==> config.mk <==
export PLATFORM = sky130hd
export DESIGN_NAME = dma_hs_ctrl
export DESIGN_NICKNAME = d
export VERILOG_FILES = /design/src/rtl/dma_hs_pkg.sv /design/src/rtl/dma_hs_sync.sv /design/src/rtl/dma_hs_ctl.sv /design/src/rtl/dma_hs_dp.sv /design/src/rtl/dma_hs_ctrl.sv
export SDC_FILE = /design/constraint.sdc
export NUM_CORES = 1
export LEC_CHECK = 0
export ABC_AREA = 1
export CELL_PAD_IN_SITES_DETAIL_PLACEMENT = 1
export CELL_PAD_IN_SITES_GLOBAL_PLACEMENT = 2
export CORE_MARGIN = 2
export CORE_UTILIZATION = 35
export DETAILED_ROUTE_END_ITERATION = 7
export DONT_BUFFER_PORTS = 1
export GPL_ROUTABILITY_DRIVEN = 0
export PLACE_DENSITY_LB_ADDON = 0.1
export SYNTH_ARGS = -nofsm -noshare
export SYNTH_HDL_FRONTEND = slang
export SYNTH_SLANG_ARGS = --single-unit
==> constraint.sdc <==
create_clock -name clk -period 2.5 [get_ports clk]
set_clock_uncertainty 0.15 [all_clocks]
set_input_delay 0.125 -clock clk [delete_from_list [all_inputs] [get_ports clk]]
set_output_delay 0.125 -clock clk [all_outputs]
set_load 0.05 [all_outputs]
==> src/rtl/dma_hs_pkg.sv <==
package dma_hs_pkg;
  typedef enum logic [1:0] {
    MODE_NONE = 2'd0,
    MODE_HALF = 2'd1,
    MODE_FULL = 2'd2,
    MODE_RSVD = 2'd3
  } dmaMode_e;

  typedef struct packed {
    logic rxPop;
    logic txPush;
    logic xferDone;
  } strobe_t;

  localparam int SYNC_IDX_ACKA = 0;
  localparam int SYNC_IDX_ACKB = 1;
  localparam int SYNC_IDX_DTC  = 2;
  localparam int SYNC_LINES    = 3;
endpackage

==> src/rtl/dma_hs_sync.sv <==
module dma_hs_sync #(
  parameter int WIDTH  = 3,
  parameter int STAGES = 2
) (
  input  logic             clk,
  input  logic             rstN,
  input  logic [WIDTH-1:0] asyncIn,
  output logic [WIDTH-1:0] syncOut
);
  logic [WIDTH-1:0] stage [STAGES];

  always_ff @(posedge clk or negedge rstN) begin
    if (!rstN) stage[0] <= '1;
    else       stage[0] <= asyncIn;
  end

  for (genvar s = 1; s < STAGES; s++) begin : g_chain
    always_ff @(posedge clk or negedge rstN) begin
      if (!rstN) stage[s] <= '1;
      else       stage[s] <= stage[s-1];
    end
  end

  assign syncOut = stage[STAGES-1];
endmodule

==> src/rtl/dma_hs_ctl.sv <==
module dma_hs_ctl
  import dma_hs_pkg::*;
#(
  parameter int LINES = SYNC_LINES
) (
  input  logic             clk,
  input  logic             rstN,
  input  dmaMode_e         mode,
  input  logic [LINES-1:0] syncN,
  input  logic             rxAvail,
  input  logic             txRoom,
  output strobe_t          strb
);
  logic [LINES-1:0] prevN;
  logic [LINES-1:0] fall;
  strobe_t          strbNext;

  always_ff @(posedge clk or negedge rstN) begin
    if (!rstN) prevN <= '1;
    else       prevN <= syncN;
  end

  assign fall = prevN & ~syncN;

  always_comb begin
    strbNext = '0;
    unique case (mode)
      MODE_HALF: begin
        if (fall[SYNC_IDX_ACKA]) begin
          if (rxAvail)     strbNext.rxPop  = 1'b1;
          else if (txRoom) strbNext.txPush = 1'b1;
        end
        strbNext.xferDone = fall[SYNC_IDX_DTC];
      end
      MODE_FULL: begin
        strbNext.rxPop    = fall[SYNC_IDX_ACKA] & rxAvail;
        strbNext.txPush   = fall[SYNC_IDX_ACKB] & txRoom;
        strbNext.xferDone = fall[SYNC_IDX_DTC];
      end
      default: strbNext = '0;
    endcase
  end

  always_ff @(posedge clk or negedge rstN) begin
    if (!rstN) strb <= '0;
    else       strb <= strbNext;
  end
endmodule

==> src/rtl/dma_hs_dp.sv <==
module dma_hs_dp
  import dma_hs_pkg::*;
#(
  parameter int DEPTH = 16,
  parameter int LVL_W = $clog2(DEPTH + 1)
) (
  input  logic             clk,
  input  logic             rstN,
  input  dmaMode_e         mode,
  input  logic             rxEnable,
  input  logic             txEnable,
  input  logic [LVL_W-1:0] rxLevel,
  input  logic [LVL_W-1:0] txLevel,
  input  logic             gpoReqA,
  input  logic             gpoReqB,
  input  logic             rtsSel,
  input  logic             rtsReq,
  input  strobe_t          strb,
  output logic             rxAvail,
  output logic             txRoom,
  output logic             reqAN,
  output logic             reqBN
);
  localparam logic [LVL_W:0] FULL_LVL = (LVL_W + 1)'(DEPTH);

  logic [LVL_W:0] rxExt;
  logic [LVL_W:0] txAfterLvl;
  logic           rxLeft;
  logic           txLeft;
  logic           reqANext;
  logic           reqBNext;
  logic           pinB;

  assign rxExt      = {1'b0, rxLevel};
  assign txAfterLvl = {1'b0, txLevel} + (LVL_W + 1)'(strb.txPush);

  assign rxAvail = rxEnable && (rxLevel != '0);
  assign txRoom  = txEnable && ({1'b0, txLevel} < FULL_LVL);

  // account for a strobe already issued this cycle
  assign rxLeft = rxEnable && (rxExt > (LVL_W + 1)'(strb.rxPop));
  assign txLeft = txEnable && (txAfterLvl < FULL_LVL);

  assign pinB = rtsSel ? rtsReq : gpoReqB;

  always_comb begin
    unique case (mode)
      MODE_HALF: begin
        reqANext = ~(rxLeft | txLeft);
        reqBNext = ~pinB;
      end
      MODE_FULL: begin
        reqANext = ~rxLeft;
        reqBNext = ~txLeft;
      end
      default: begin
        reqANext = ~gpoReqA;
        reqBNext = ~pinB;
      end
    endcase
  end

  always_ff @(posedge clk or negedge rstN) begin
    if (!rstN) begin
      reqAN <= 1'b1;
      reqBN <= 1'b1;
    end else begin
      reqAN <= reqANext;
      reqBN <= reqBNext;
    end
  end
endmodule

==> src/rtl/dma_hs_ctrl.sv <==
module dma_hs_ctrl
  import dma_hs_pkg::*;
#(
  parameter int DEPTH       = 16,
  parameter int SYNC_STAGES = 2,
  parameter int LVL_W       = $clog2(DEPTH + 1)
) (
  input  logic             clk,
  input  logic             rstN,
  input  logic [1:0]       mode,
  input  logic             rxEnable,
  input  logic             txEnable,
  input  logic [LVL_W-1:0] rxLevel,
  input  logic [LVL_W-1:0] txLevel,
  input  logic             gpoReqA,
  input  logic             gpoReqB,
  input  logic             rtsSel,
  input  logic             rtsReq,
  input  logic             ackAN,
  input  logic             ackBN,
  input  logic             dtcN,
  output logic             reqAN,
  output logic             reqBN,
  output logic             ackAState,
  output logic             ackBState,
  output logic             rxPop,
  output logic             txPush,
  output logic             xferDone
);
  dmaMode_e               modeE;
  logic [SYNC_LINES-1:0]  rawN;
  logic [SYNC_LINES-1:0]  syncN;
  logic                   rxAvail;
  logic                   txRoom;
  strobe_t                strb;

  assign modeE = dmaMode_e'(mode);

  assign rawN[SYNC_IDX_ACKA] = ackAN;
  assign rawN[SYNC_IDX_ACKB] = ackBN;
  assign rawN[SYNC_IDX_DTC]  = dtcN;

  dma_hs_sync #(.WIDTH(SYNC_LINES), .STAGES(SYNC_STAGES)) u_sync (
    .clk(clk), .rstN(rstN), .asyncIn(rawN), .syncOut(syncN)
  );

  dma_hs_ctl #(.LINES(SYNC_LINES)) u_ctl (
    .clk(clk), .rstN(rstN), .mode(modeE), .syncN(syncN),
    .rxAvail(rxAvail), .txRoom(txRoom), .strb(strb)
  );

  dma_hs_dp #(.DEPTH(DEPTH), .LVL_W(LVL_W)) u_dp (
    .clk(clk), .rstN(rstN), .mode(modeE),
    .rxEnable(rxEnable), .txEnable(txEnable),
    .rxLevel(rxLevel), .txLevel(txLevel),
    .gpoReqA(gpoReqA), .gpoReqB(gpoReqB),
    .rtsSel(rtsSel), .rtsReq(rtsReq), .strb(strb),
    .rxAvail(rxAvail), .txRoom(txRoom),
    .reqAN(reqAN), .reqBN(reqBN)
  );

  assign ackAState = syncN[SYNC_IDX_ACKA];
  assign ackBState = syncN[SYNC_IDX_ACKB];
  assign rxPop     = strb.rxPop;
  assign txPush    = strb.txPush;
  assign xferDone  = strb.xferDone;
endmodule

==> metrics <==
P_sw between 0.1 and 0.15 mW; Iteration-0 DRC Markers 0; Clock Tree Root clkbuf_4; CP required about 2.6 ns; critical path class in2reg; crit path from txLevel[3]; synth unique cells 17; worst setup margin about 0.45 ns; TritonCTS clock tree yes; gr ovfl total 0; first-pass GRT wire length ~1.8 mm; mapped cell area slightly above 600 µm²; final worst-path cycle share 82.2%; Max-Cap Viols 0; synthesized netlist cell count 61; Switching Fraction 24.8%; drt total wl around 1.1 mm; Worst Setup Start Kind input pin; Worst Max-Slew Pin Slew about 0.58 ns; ANT cells 0; Sink Count 14; min cycle time layout between 2 and 2.5 ns; count of buffers from port buffering 0; largest net degree at the start of global routing 15; Post-CTS Resized 0; final slew viol count 0; number of top-level design ports 30; Die Wd between 40 and 50 µm; P per Cell Area 569 nW/µm²; FF-to-FF path depth 8; CTS HTree Levels 1; syn nets 87; Final Power about 0.5 mW; register bit total from synthesis 14; Final Hold Fails 0; Hold Path Class in2reg; Critical Path Sink u_dp.reqAN$_DFF_PN1_; Core Area 1690 µm²; initial antenna violation count 0; final setup fails 0; fillers 196; worst vdd ir between 0.0004 and 0.0005 V; setup total negative slack 0 ns; DP Worst Slack around 0.99 ns; reg-to-reg slack, setup 0.45 ns; remaining antenna violation count after routing 0; Max FO, Critical Path 2; DR vias/cell between 4 and 5; headroom to the max-slew limit approximately 60%; gr busiest metal met2; most frequent cells in the layout dlygate4sd3_1, inv_1, dfstp_2, nand2_1, nor2_1; Die Ht about 46 µm; Sequential Power Share between 50% and 60%; Initial Util 36.7%; Area growth syn-to-layout 38.3%; Synth Warn # 0; final hold slack approximately 0.10 ns; grt met2 use 22.2%; Comb pwr share 11.7%; Critical Path AT 2.11 ns; Syn Area/Cell ~10 µm²; fin util approximately half; r2r endpoint u_dp.reqAN$_DFF_PN1_; clk slew on worst S/H paths roughly 0.08 ns; Max clock buf depth 2; Leak slightly below 0.4 nW; Int Pwr about 0.37 mW; most common cell after layout, fill and taps aside dlygate4sd3_1; FMAX 487 MHz; DP HPWL 783 µm; share of cells above drive strength 1 30.1%; RSZ-0062 raised after global routing no; Total GRT Usage around an eighth; Clock Latency Late Sink ~0.28 ns; Pre-antenna DRT Iters 1; vias in the first global route 468; FP Rows 15; die area about 2100 µm²; met3 usage under 10%; # DRC 0; Routed wire per std cell between 10 and 15 µm; sequential element share of the synthesized area between 50% and 60%; TritonCTS buffer count 3; outcome finished clean; Clk pwr share roughly 32%; FF-to-FF Start u_ctl.strb[2]$_DFF_PN0_; DR vias 472; GRT met1 Usage 13.3%; Layout Nets 110; CP Capture Type flip-flop
state kept, by name, indices dropped and copies added, names as in the netlist:
signal and cells:
u_sync.stage 3, u_ctl.strb 3, u_ctl.prevN 3, u_dp.reqBN 1, u_sync.syncOut 3, u_dp.reqAN 1
cell usage after synthesis:
cell	instances	share of area (%)
a21oi_2	1	1.4
a21oi_4	1	2.6
a31oi_1	1	1.0
dfrtp_1	3	12
dfstp_2	11	47
ha_1	3	6.0
inv_1	12	7.3
inv_2	2	1.2
nand2_1	9	5.4
nand2_2	2	2.0
nand3_1	4	3.2
nor2_1	6	3.6
nor2_2	2	2.0
nor3_2	1	1.6
nor3b_2	1	2.0
o21ai_0	1	0.81
or2_0	1	1.0
cell families after synthesis:
| group | count (synthesis) | share of synthesized area, % |
|---|---|---|
| adder cells (fa/ha/maj) | 3 | 6.05 |
| AND/OR/NAND/NOR | 26 | 21.0 |
| buffers and inverters | 14 | 8.47 |
| AO/OA/AOI/OAI | 4 | 5.85 |
| flip-flops | 14 | 58.7 |
worst min path at each step:
stage,start,endpoint,depth (start not counted)
final,mode[0],u_ctl.strb[0]$_DFF_PN0_,5
after CTS,mode[0],u_ctl.strb[0]$_DFF_PN0_,5
after global placement,rstN,u_ctl.strb[0]$_DFF_PN0_,0
after detailed placement,rstN,u_ctl.strb[0]$_DFF_PN0_,0
after global routing,rstN,u_ctl.strb[0]$_DFF_PN0_,1
after floorplan,rstN,u_ctl.strb[0]$_DFF_PN0_,0
cell type report:
cell class / instances / area (µm²) / share of cell area, %
sequential: 14 / 364 / 42.4
multi-input combinational: 33 / 204 / 23.8
timing repair buffer: 18 / 180 / 21.0
inverter: 14 / 52.6 / 6.12
clock buffer: 4 / 36.3 / 4.23
tap: 17 / 21.3 / 2.48
what timing repair did:
item                       in CTS  in global routing
buffers inserted                0                  0
hold endpoints to repair       21                  0
setup endpoints to repair       0                  0
hold buffers                   18                  0
power groups by stage:
stage,registers (mW),logic [mW],clock network [mW]
2_1_floorplan,0.276,0.0259,0
3_3_place_gp,0.277,0.0302,0
3_5_place_dp,0.278,0.0308,0
4_1_cts,0.274,0.0580,0.167
5_1_grt,0.275,0.0651,0.177
6_report,0.274,0.0572,0.157
layer usage:
layer,up-vias,share of wire (%)
met5,-,0
met1,224,40
li1,226,-
met3,2,8.2
met4,0,0.71
met2,20,51
per-stage QoR:
step           instance area (µm²)  instances
3_3_place_gp                   642         78
2_1_floorplan                  621         61
6_report                       858        100
4_1_cts                        858        100
3_5_place_dp                   642         78
5_1_grt                        858        100
critical path: stages:
cell and delay (ns):
dlygate4sd3_1 0.53, nand2_1 0.05, dlygate4sd3_1 0.54, inv_1 0.04, nand2_1 0.08, nand3_1 0.08, nand3_1 0.07, nand2_1 0.05
dlygate4sd3_1 0.55
Note: power is estimated with default switching activity, not from simulation.
